File: config.mk
export PLATFORM = sky130hd
export DESIGN_NAME = dtg_top
export DESIGN_NICKNAME = d
export VERILOG_FILES = /design/src/rtl/dtg_pkg.sv /design/src/rtl/dtg_regbank.sv /design/src/rtl/dtg_axis.sv /design/src/rtl/dtg_outstage.sv /design/src/rtl/dtg_top.sv
export SDC_FILE = /design/constraint.sdc
export NUM_CORES = 1
export LEC_CHECK = 0
export BUFFER_PORTS_ARGS = -buffer_cell sky130_fd_sc_hd__buf_2
export CAP_MARGIN = 0
export CORE_MARGIN = 2
export CORE_UTILIZATION = 35
export DETAILED_ROUTE_END_ITERATION = 7
export SYNTH_ARGS = -nofsm -noshare
export SYNTH_HDL_FRONTEND = slang
export SYNTH_SLANG_ARGS = --single-unit
File: constraint.sdc
create_clock -name clk -period 24.9 [get_ports clk]
set_clock_uncertainty 0.05 [all_clocks]
set_input_delay 4.98 -clock clk [delete_from_list [all_inputs] [get_ports clk]]
set_output_delay 4.98 -clock clk [all_outputs]
set_load 0.005 [all_outputs]
File: src/rtl/dtg_pkg.sv
package dtg_pkg;

    // Field widths fixed by the register layout
    localparam int HSW_W  = 9;
    localparam int HBP_W  = 9;
    localparam int HACT_W = 11;
    localparam int HFP_W  = 9;
    localparam int VSW_W  = 8;
    localparam int VBP_W  = 8;
    localparam int VACT_W = 11;
    localparam int VFP_W  = 8;
    localparam int VDLY_W = 12;

    // Counter widths large enough for the sum of all four regions
    localparam int HCW = 13;
    localparam int VCW = 12;
    localparam int FPW = HCW + VCW;

    // Register byte offsets
    localparam int OFS_CTRL = 'h00;
    localparam int OFS_HT1  = 'h04;
    localparam int OFS_HT2  = 'h08;
    localparam int OFS_VT1  = 'h0C;
    localparam int OFS_VT2  = 'h10;
    localparam int OFS_UPD  = 'h14;

    // Control register bit positions
    localparam int BIT_POL_HS = 17;
    localparam int BIT_POL_DE = 18;
    localparam int BIT_POL_VS = 19;
    localparam int DLY_LSB    = 20;

    typedef struct packed {
        logic              pol_hs;
        logic              pol_de;
        logic              pol_vs;
        logic [VDLY_W-1:0] vdly;
        logic [HSW_W-1:0]  hsw;
        logic [HBP_W-1:0]  hbp;
        logic [HACT_W-1:0] hact;
        logic [HFP_W-1:0]  hfp;
        logic [VSW_W-1:0]  vsw;
        logic [VBP_W-1:0]  vbp;
        logic [VACT_W-1:0] vact;
        logic [VFP_W-1:0]  vfp;
    } dtg_cfg_t;

    typedef struct packed {
        dtg_cfg_t shadow;
        dtg_cfg_t active;
        logic     pend;
    } rb_state_t;

    typedef struct packed {
        logic [FPW-1:0] fpix;
        logic           hs;
        logic           vs;
        logic           de;
        logic [HCW-1:0] x;
        logic [VCW-1:0] y;
    } os_state_t;

endpackage

File: src/rtl/dtg_regbank.sv
module dtg_regbank
    import dtg_pkg::*;
#(
    parameter int       ADDR_W  = 8,
    parameter dtg_cfg_t RST_CFG = '0
) (
    input  logic              clk,
    input  logic              rst_n,
    input  logic              we_i,
    input  logic [ADDR_W-1:0] addr_i,
    input  logic [31:0]       wdata_i,
    input  logic              eof_i,
    output dtg_cfg_t          cfg_o,
    output logic              commit_o,
    output logic              pend_o
);

    rb_state_t st_d, st_q;
    logic      hit_ctrl, hit_ht1, hit_ht2, hit_vt1, hit_vt2, hit_upd;
    logic      unused_wd;

    assign unused_wd = ^wdata_i[15:11];

    always_comb begin
        hit_ctrl = we_i && (addr_i == ADDR_W'(OFS_CTRL));
        hit_ht1  = we_i && (addr_i == ADDR_W'(OFS_HT1));
        hit_ht2  = we_i && (addr_i == ADDR_W'(OFS_HT2));
        hit_vt1  = we_i && (addr_i == ADDR_W'(OFS_VT1));
        hit_vt2  = we_i && (addr_i == ADDR_W'(OFS_VT2));
        hit_upd  = we_i && (addr_i == ADDR_W'(OFS_UPD));
    end

    always_comb begin
        st_d     = st_q;
        commit_o = eof_i && st_q.pend;

        if (hit_ctrl) begin
            st_d.shadow.pol_hs = wdata_i[BIT_POL_HS];
            st_d.shadow.pol_de = wdata_i[BIT_POL_DE];
            st_d.shadow.pol_vs = wdata_i[BIT_POL_VS];
            st_d.shadow.vdly   = wdata_i[DLY_LSB +: VDLY_W];
        end
        if (hit_ht1) begin
            st_d.shadow.hbp = wdata_i[16 +: HBP_W];
            st_d.shadow.hsw = wdata_i[0 +: HSW_W];
        end
        if (hit_ht2) begin
            st_d.shadow.hfp  = wdata_i[16 +: HFP_W];
            st_d.shadow.hact = wdata_i[0 +: HACT_W];
        end
        if (hit_vt1) begin
            st_d.shadow.vbp = wdata_i[16 +: VBP_W];
            st_d.shadow.vsw = wdata_i[0 +: VSW_W];
        end
        if (hit_vt2) begin
            st_d.shadow.vfp  = wdata_i[16 +: VFP_W];
            st_d.shadow.vact = wdata_i[0 +: VACT_W];
        end

        // Whole-set copy at frame end; a request arriving now stays armed
        if (commit_o) begin
            st_d.active = st_q.shadow;
            st_d.pend   = 1'b0;
        end
        if (hit_upd) begin
            st_d.pend = 1'b1;
        end
    end

    always_ff @(posedge clk) begin
        if (!rst_n) begin
            st_q.shadow <= RST_CFG;
            st_q.active <= RST_CFG;
            st_q.pend   <= 1'b0;
        end else begin
            st_q <= st_d;
        end
    end

    assign cfg_o  = st_q.active;
    assign pend_o = st_q.pend;

endmodule

File: src/rtl/dtg_axis.sv
module dtg_axis #(
    parameter int CW = 13
) (
    input  logic          clk,
    input  logic          rst_n,
    input  logic          step_i,
    input  logic [CW-1:0] sw_i,
    input  logic [CW-1:0] bp_i,
    input  logic [CW-1:0] act_i,
    input  logic [CW-1:0] fp_i,
    output logic [CW-1:0] cnt_o,
    output logic          last_o,
    output logic          sync_o,
    output logic          act_o
);

    localparam int EW = CW + 1;

    logic [CW-1:0] cnt_d, cnt_q;
    logic [CW-1:0] total, act_start, act_end;

    always_comb begin
        total     = sw_i + bp_i + act_i + fp_i;
        act_start = sw_i + bp_i;
        act_end   = act_start + act_i;
        // Extended compare keeps a zero total from never wrapping
        last_o    = (EW'(cnt_q) + EW'(1)) >= EW'(total);
        sync_o    = cnt_q < sw_i;
        act_o     = (cnt_q >= act_start) && (cnt_q < act_end);

        cnt_d = cnt_q;
        if (step_i) begin
            cnt_d = last_o ? '0 : cnt_q + 1'b1;
        end
    end

    always_ff @(posedge clk) begin
        if (!rst_n) begin
            cnt_q <= '0;
        end else begin
            cnt_q <= cnt_d;
        end
    end

    assign cnt_o = cnt_q;

endmodule

File: src/rtl/dtg_outstage.sv
module dtg_outstage
    import dtg_pkg::*;
#(
    parameter dtg_cfg_t RST_CFG = '0
) (
    input  logic           clk,
    input  logic           rst_n,
    input  dtg_cfg_t       cfg_i,
    input  logic [HCW-1:0] hcnt_i,
    input  logic [VCW-1:0] vcnt_i,
    input  logic           hsync_i,
    input  logic           hact_i,
    input  logic           vact_i,
    input  logic           eof_i,
    output logic           hsync_o,
    output logic           vsync_o,
    output logic           de_o,
    output logic [HCW-1:0] pix_x_o,
    output logic [VCW-1:0] line_y_o
);

    os_state_t      st_d, st_q;
    logic [HCW-1:0] htot;
    logic [FPW-1:0] vs_len, vs_beg, vs_end;
    logic           vs_on;

    function automatic logic drive_lvl(input logic act, input logic pol);
        return ~(act ^ pol);
    endfunction

    always_comb begin
        htot   = HCW'(cfg_i.hsw) + HCW'(cfg_i.hbp) + HCW'(cfg_i.hact) + HCW'(cfg_i.hfp);
        vs_len = FPW'(cfg_i.vsw) * FPW'(htot);
        vs_beg = FPW'(cfg_i.vdly);
        vs_end = vs_beg + vs_len;
        vs_on  = (st_q.fpix >= vs_beg) && (st_q.fpix < vs_end);

        st_d      = st_q;
        st_d.fpix = eof_i ? '0 : st_q.fpix + 1'b1;
        st_d.hs   = drive_lvl(hsync_i, cfg_i.pol_hs);
        st_d.vs   = drive_lvl(vs_on, cfg_i.pol_vs);
        st_d.de   = drive_lvl(hact_i && vact_i, cfg_i.pol_de);
        st_d.x    = hcnt_i;
        st_d.y    = vcnt_i;
    end

    always_ff @(posedge clk) begin
        if (!rst_n) begin
            st_q.fpix <= '0;
            st_q.hs   <= ~RST_CFG.pol_hs;
            st_q.vs   <= ~RST_CFG.pol_vs;
            st_q.de   <= ~RST_CFG.pol_de;
            st_q.x    <= '0;
            st_q.y    <= '0;
        end else begin
            st_q <= st_d;
        end
    end

    assign hsync_o  = st_q.hs;
    assign vsync_o  = st_q.vs;
    assign de_o     = st_q.de;
    assign pix_x_o  = st_q.x;
    assign line_y_o = st_q.y;

endmodule

File: src/rtl/dtg_top.sv
module dtg_top
    import dtg_pkg::*;
#(
    parameter int ADDR_W   = 8,
    parameter int DEF_HSW  = 2,
    parameter int DEF_HBP  = 2,
    parameter int DEF_HACT = 4,
    parameter int DEF_HFP  = 2,
    parameter int DEF_VSW  = 1,
    parameter int DEF_VBP  = 1,
    parameter int DEF_VACT = 3,
    parameter int DEF_VFP  = 1
) (
    input  logic              clk,
    input  logic              rst_n,
    input  logic [ADDR_W-1:0] reg_addr,
    input  logic [31:0]       reg_wdata,
    input  logic              reg_we,
    output logic              hsync_o,
    output logic              vsync_o,
    output logic              de_o,
    output logic [HCW-1:0]    pix_x_o,
    output logic [VCW-1:0]    line_y_o
);

    localparam dtg_cfg_t RST_CFG = '{
        pol_hs: 1'b0,
        pol_de: 1'b0,
        pol_vs: 1'b0,
        vdly:   '0,
        hsw:    HSW_W'(DEF_HSW),
        hbp:    HBP_W'(DEF_HBP),
        hact:   HACT_W'(DEF_HACT),
        hfp:    HFP_W'(DEF_HFP),
        vsw:    VSW_W'(DEF_VSW),
        vbp:    VBP_W'(DEF_VBP),
        vact:   VACT_W'(DEF_VACT),
        vfp:    VFP_W'(DEF_VFP)
    };

    dtg_cfg_t       cfg_act;
    logic           commit, upd_pend, eof;
    logic [HCW-1:0] h_cnt;
    logic [VCW-1:0] v_cnt;
    logic           h_last, v_last, h_sync, h_act, v_act;
    logic           unused_v_sync;

    assign eof = h_last && v_last;

    dtg_regbank #(
        .ADDR_W  (ADDR_W),
        .RST_CFG (RST_CFG)
    ) u_regs (
        .clk      (clk),
        .rst_n    (rst_n),
        .we_i     (reg_we),
        .addr_i   (reg_addr),
        .wdata_i  (reg_wdata),
        .eof_i    (eof),
        .cfg_o    (cfg_act),
        .commit_o (commit),
        .pend_o   (upd_pend)
    );

    dtg_axis #(.CW(HCW)) u_hax (
        .clk    (clk),
        .rst_n  (rst_n),
        .step_i (1'b1),
        .sw_i   (HCW'(cfg_act.hsw)),
        .bp_i   (HCW'(cfg_act.hbp)),
        .act_i  (HCW'(cfg_act.hact)),
        .fp_i   (HCW'(cfg_act.hfp)),
        .cnt_o  (h_cnt),
        .last_o (h_last),
        .sync_o (h_sync),
        .act_o  (h_act)
    );

    dtg_axis #(.CW(VCW)) u_vax (
        .clk    (clk),
        .rst_n  (rst_n),
        .step_i (h_last),
        .sw_i   (VCW'(cfg_act.vsw)),
        .bp_i   (VCW'(cfg_act.vbp)),
        .act_i  (VCW'(cfg_act.vact)),
        .fp_i   (VCW'(cfg_act.vfp)),
        .cnt_o  (v_cnt),
        .last_o (v_last),
        .sync_o (unused_v_sync),
        .act_o  (v_act)
    );

    dtg_outstage #(.RST_CFG(RST_CFG)) u_out (
        .clk      (clk),
        .rst_n    (rst_n),
        .cfg_i    (cfg_act),
        .hcnt_i   (h_cnt),
        .vcnt_i   (v_cnt),
        .hsync_i  (h_sync),
        .hact_i   (h_act),
        .vact_i   (v_act),
        .eof_i    (eof),
        .hsync_o  (hsync_o),
        .vsync_o  (vsync_o),
        .de_o     (de_o),
        .pix_x_o  (pix_x_o),
        .line_y_o (line_y_o)
    );

endmodule

==> flow_summary.ini, run 1 <==
[status]
status = completed

[clocking]
cts.htree.levels = 1
worst_skew_pair.late_latency_ps = 560
ctsHoldBuffers = 0
clock-sinks = 255
cts_tree = done
cts-root-buf = clkbuf_16
cts_resized = 0
clk_pin_slew_ps = 60
cts_buffer_depth = 3
cts_setup_buffers = 0
cts_inserted_buffers = 29

[routing]
dr.pass1.iters = 4
vias = 14300
routed_wl_um = 45000
wl_per_cell_um = 15.7
via_per_inst = 5.02
antenna_left = 0
post-route-drc-count = 0
drt-initial-drc-count = 635

[timing]
period_share = 0.414
finalCriticalPeriod_ps = 10310
drv_slew = 0
slew_headroom = 0.105
tightest_slew_ps = 1340
tns_ps = 0
setup_viol = 0
hold_viol = 0
fmax_mhz = 97.0
rsz0062_at_grt = no

[synth]
syn_inst = 2154
ys_seq_area_frac = 0.282
ys_top_cells_by_area = dfxtp_1 (28%), ha_1 (15%), fa_1 (9.3%)
yosysWarnings = 0
ys.flop_type = dfxtp_1
netlist_area_mm2 = 0.0181
synth_top_cell_by_area = dfxtp_1
synth_edf_count = 0
ys_seq_elements = 255
yosys.area.top_type_share = 0.282
syn-mean-instance-area_um2 = 8.40
synthArstFlopShare = 0
ys_types = 72

[setup_path]
r2r-start = u_regs.cfg_o[64]
reg2reg_setup_slack_ps = 14590
setup.worst_path.end_class = register
reg2reg_depth = 42
crit_required_ps = 25290
cpPeakStageDelay_ps = 610
arrival_ps = 10700
critical_path_class = register to register
slowest_stage = a21oi_1
crit_path_max_fanout = 9
critPathLaunchType = register
r2r_end = u_out.vsync_o

[power_and_ir_drop]
ir_drop_v = 0.0000454
p_per_area_mw_per_mm2 = 45.1
p_leak_nw = 9.03

[floorplanning]
row_count = 83
fp.dieArea_mm2 = 0.0536
die_y_um = 231
die_x_um = 231
io_pins = 71
core_area_mm2 = 0.0512
start_util = 0.354

[worst_hold_path]
worstHoldStart = u_regs.cfg_o[76]
min_to = u_regs.cfg_o[76]
hold_path.class = register to register
hold_path_depth = 2

[final_layout]
final_common_cell = nand2_1
post_route_cells_drive_above_1_share = 0.0661
nFillCells = 5197
layout_common_cells = nand2_1 (352), dfxtp_1 (255), ha_1 (211)
finalNonFillerCells = 2857
regArea_mm2 = 0.00510
synthToLayoutAreaGrowth_pct = 9.43
multi_input_area_mm2 = 0.0118
layout.nets = 2494
num_antenna_cells = 0

[global_route]
overflow = 0
grt_max_degree = 116
grt_pass1_wl_um = 73100
grt_pass1_vias = 14000
antenna_found_initial = 0
grt_usage = 0.168

[placement]
gp_congestion = 0.903
port_buffers = 65
hpwl_um = 34000
placed_cells = 2805

[job]
cap_viol_max_count = 0
## kinds of logic (layout without fill, tap and decap cells)
group / after synthesis / after routing / share of synthesized area
compound gates: 318 / 318 / 0.119
fa+ha+maj: 295 / 295 / 0.239
simple gates: 875 / 875 / 0.231
other cells: 2 / 10 / 0.000415
flops: 255 / 255 / 0.282
xor+xnor: 106 / 106 / 0.0517
buf+inv: 286 / 301 / 0.0683
mux: 17 / 17 / 0.00954
## registers in the layout, summed over array words and instances, names as in the netlist
| name | flops |
|---|---|
| u_vax.cnt_o | 12 |
| u_regs.pend_o | 1 |
| u_hax.cnt_o | 13 |
| u_out.st_q | 25 |
| u_regs.cfg_o | 88 |
| u_regs.st_q | 88 |
| u_out.line_y_o | 12 |
| u_out.vsync_o | 1 |
| u_out.pix_x_o | 13 |
| u_out.hsync_o | 1 |
| u_out.de_o | 1 |
## metal layers
metal | part of all wire | vias up | GRT usage
li1 | - | 7211 | -
met1 | 0.45 | 6795 | 0.217
met2 | 0.46 | 254 | 0.281
met3 | 0.046 | 85 | 0.0239
met4 | 0.042 | 0 | 0.0716
met5 | 0 | - | 0
## worst max-delay path: cells and delay by family (launching register included)
family,cells,cell delay [ps]
AO/OA/AOI/OAI,15,3490
XOR/XNOR,3,720
adder cells (fa/ha/maj),10,3790
buffers and inverters,3,140
flip-flops,1,390
multiplexers,1,370
AND/OR/NAND/NOR,10,1210
## stage by stage
step | worst slack [ps] | hold slack [ps] | power [mW] | utilization | cell area [µm²]
after floorplan | 15930 | 380 | 0.442 | - | 18100
after global placement | 14770 | 389 | 0.455 | 0.368 | 18800
after detailed placement | 14620 | 392 | 0.455 | 0.368 | 18800
after CTS | 14590 | 399 | 0.905 | 0.387 | 19800
after global routing | 13860 | 417 | 0.923 | 0.387 | 19800
final | 14590 | 398 | 0.894 | 0.387 | 19800
## area by class of cell
cell class                      instances  area share
Tap cell                              680      0.0429
Timing Repair Buffer                   72      0.0195
Clock buffer                           37      0.0387
Inverter                              177      0.0335
Clock inverter                         15      0.0114
Multi-Input combinational cell       1621       0.596
Sequential cell                       255       0.258
## cells in the mapped netlist (45+ instances only)
cell type	count
dfxtp_1	255
xnor2_1	55
fa_1	84
clkbuf_1	60
nor2b_1	45
ha_1	211
nor2_1	79
nand2_1	352
and2_1	77
a21boi_0	67
inv_1	177
o21ai_0	60
xor2_1	50
a21oi_1	72
nand3_1	203
## worst max-delay path by stage
stage / from / endpoint / slack (ps)
2_1_floorplan: u_regs.cfg_o[64] / u_out.vsync_o / 15930
3_3_place_gp: u_regs.cfg_o[64] / u_out.vsync_o / 14770
3_5_place_dp: u_regs.cfg_o[64] / u_out.vsync_o / 14620
4_1_cts: u_regs.cfg_o[64] / u_out.vsync_o / 14590
5_1_grt: u_regs.cfg_o[64] / u_out.vsync_o / 13860
6_report: u_regs.cfg_o[64] / u_out.vsync_o / 14590
## report_power, final
| group | switching, mW | leakage [nW] | total [mW] | internal [mW] |
|---|---|---|---|---|
| Clock | 0.178 | 0.470 | 0.448 | 0.270 |
| Sequential | 0.00224 | 2.06 | 0.412 | 0.410 |
| Combinational | 0.0219 | 6.51 | 0.0340 | 0.0121 |
Power figures use the tool's default switching activity.
==> inputs of run 2 (changes only) <==
==> constraint.sdc (replaced) <==
create_clock -name clk -period 10.3 [get_ports clk]
set_clock_uncertainty 0.05 [all_clocks]
set_input_delay 2.06 -clock clk [delete_from_list [all_inputs] [get_ports clk]]
set_output_delay 2.06 -clock clk [all_outputs]
set_load 0.005 [all_outputs]
==> run 2 against run 1 <==
Net effect: register-to-register slack got worse by 14000 ps; worst hold slack got worse by 11 ps; critical path depth increased by 1; largest cell class unchanged; first-iteration DRC count rose by 6.0%; critical endpoint unchanged; wire length rose by 1.3%; clock-buffer cell count grew 3; worst setup slack worse by 14000 ps; global-route usage up 0.13 points; total power grew 140%; fmax grew 7.5%.
==> flow_summary.ini, run 2 (same netlist as run 1, synthesis figures left out) <==
[clocking]
cts-root-buf = clkbuf_16
ctsHoldBuffers = 0
worst_skew_pair.late_latency_ps = 580
cts.htree.levels = 1
clk_pin_slew_ps = 60
clock-sinks = 255
cts_buffer_depth = 3
cts_tree = done
cts_inserted_buffers = 30

[timing]
drv_slew = 0
finalCriticalPeriod_ps = 9590
tns_ps = 0
setup_viol = 0
slew_headroom = 0.196
period_share = 0.932
rsz0062_at_grt = no
hold_viol = 0
fmax_mhz = 104
tightest_slew_ps = 1170

[global_route]
grt_usage = 0.170
grt_pass1_wl_um = 73600
grt_pass1_vias = 14200
overflow = 0
grt_max_degree = 135
antenna_found_initial = 0

[placement]
gp_congestion = 0.876
port_buffers = 65
place_area_mm2 = 0.0189
hpwl_um = 34300

[routing]
post-route-drc-count = 0
drt-initial-drc-count = 673
antenna_left = 0
wl_per_cell_um = 15.9
dr.pass1.iters = 5
via_per_inst = 5.05
vias = 14500
routed_wl_um = 45500

[setup_path]
reg2reg_setup_slack_ps = 710
crit_path_max_fanout = 6
crit_required_ps = 10730
setup.worst_path.end_class = register
critical_path_class = register to register
critPathLaunchType = register
arrival_ps = 10020
cpPeakStageDelay_ps = 560
slowest_stage = fa_1

[power_and_ir_drop]
p_leak_nw = 9.11
p_per_area_mw_per_mm2 = 108
ir_drop_v = 0.000136

[final_layout]
multi_input_area_mm2 = 0.0119
layout_common_cells = nand2_1 (352), dfxtp_1 (255), ha_1 (211)
post_route_cells_drive_above_1_share = 0.0767
num_antenna_cells = 0
final_area_mm2 = 0.0200
layout.nets = 2505
final_common_cell = nand2_1
nFillCells = 5199
synthToLayoutAreaGrowth_pct = 10.2
utilization = 0.390
regArea_mm2 = 0.00510

[floorplanning]
start_util = 0.354
fp.dieArea_mm2 = 0.0536
die_x_um = 231
die_y_um = 231
core_area_mm2 = 0.0512
io_pins = 71
row_count = 83

[job]
cap_viol_max_count = 0

[worst_hold_path]
hold_path.class = register to register

[status]
status = completed
[run 2: changes by cell type in the layout (fill, tap and decap cells not counted), moves of 2 or more]
cell	previous run	this run
buf_4	7	17
clkbuf_8	2	6
bufinv_16	5	2
clkbuf_1	7	4
clkinv_2	2	5
o21ai_0	60	57
xnor2_1	55	52
xnor2_2	1	4
clkbuf_16	29	31
o21ai_1	0	2
[run 2: what timing repair did]
action,in CTS,in global routing
gates resized for setup,0,12
endpoints found under the setup margin,0,1
buffers inserted,0,5
[run 2: report_power, final]
| group | internal [mW] | switching (mW) | total [mW] |
|---|---|---|---|
| Clock | 0.636 | 0.445 | 1.08 |
| Sequential | 0.990 | 0.00599 | 0.996 |
| Combinational | 0.0294 | 0.0533 | 0.0828 |
| Total | 1.66 | 0.504 | 2.16 |
[run 2: routing by layer]
layer,vias to the layer above,global-route usage,part of all wire,routed length (µm)
li1,7245,-,-,-
met1,6905,0.221,0.46,20900
met2,277,0.290,0.47,21300
met3,74,0.0180,0.041,1890
met4,0,0.0607,0.033,1490
met5,-,0,0,0
[run 2: worst paths after layout]
kind,end,from,cells after the start
max,u_out.vsync_o,u_regs.cfg_o[64],43
min,u_regs.cfg_o[51],u_regs.st_q[140],2
max reg2reg,u_out.vsync_o,u_regs.cfg_o[64],43
min reg2reg,u_regs.cfg_o[51],u_regs.st_q[140],2
[run 2: through the flow]
step                worst slack [ps]  power, mW  cells  hold WS (ps)
global placement                 562       1.10   2810           388
global route                    17.6       2.23   2870           403
finish                           706       2.16   2870           387
CTS                              360       2.18   2865           388
floorplan                       1330       1.07   2162           380
detailed placement               385       1.10   2810           393
[run 2: critical path, delay by kind of cell, from the launching register on]
| kind | cells | cell delay, ps |
|---|---|---|
| AOI/OAI and AO/OA | 16 | 2940 |
| and+or+nand+nor | 9 | 1080 |
| buffers and inverters | 3 | 150 |
| adders and majority gates | 10 | 3860 |
| xor gates and xnor gates | 4 | 720 |
| muxes | 1 | 350 |
| DFF | 1 | 370 |
[run 2: layout make-up]
type / instances / share of cell area
flip-flops and latches: 255 / 0.256
clock buffers: 40 / 0.0431
multi-input cells: 1621 / 0.594
repair buffers: 82 / 0.0231
well taps: 680 / 0.0426
clock inverters: 15 / 0.00752
inverters: 177 / 0.0333
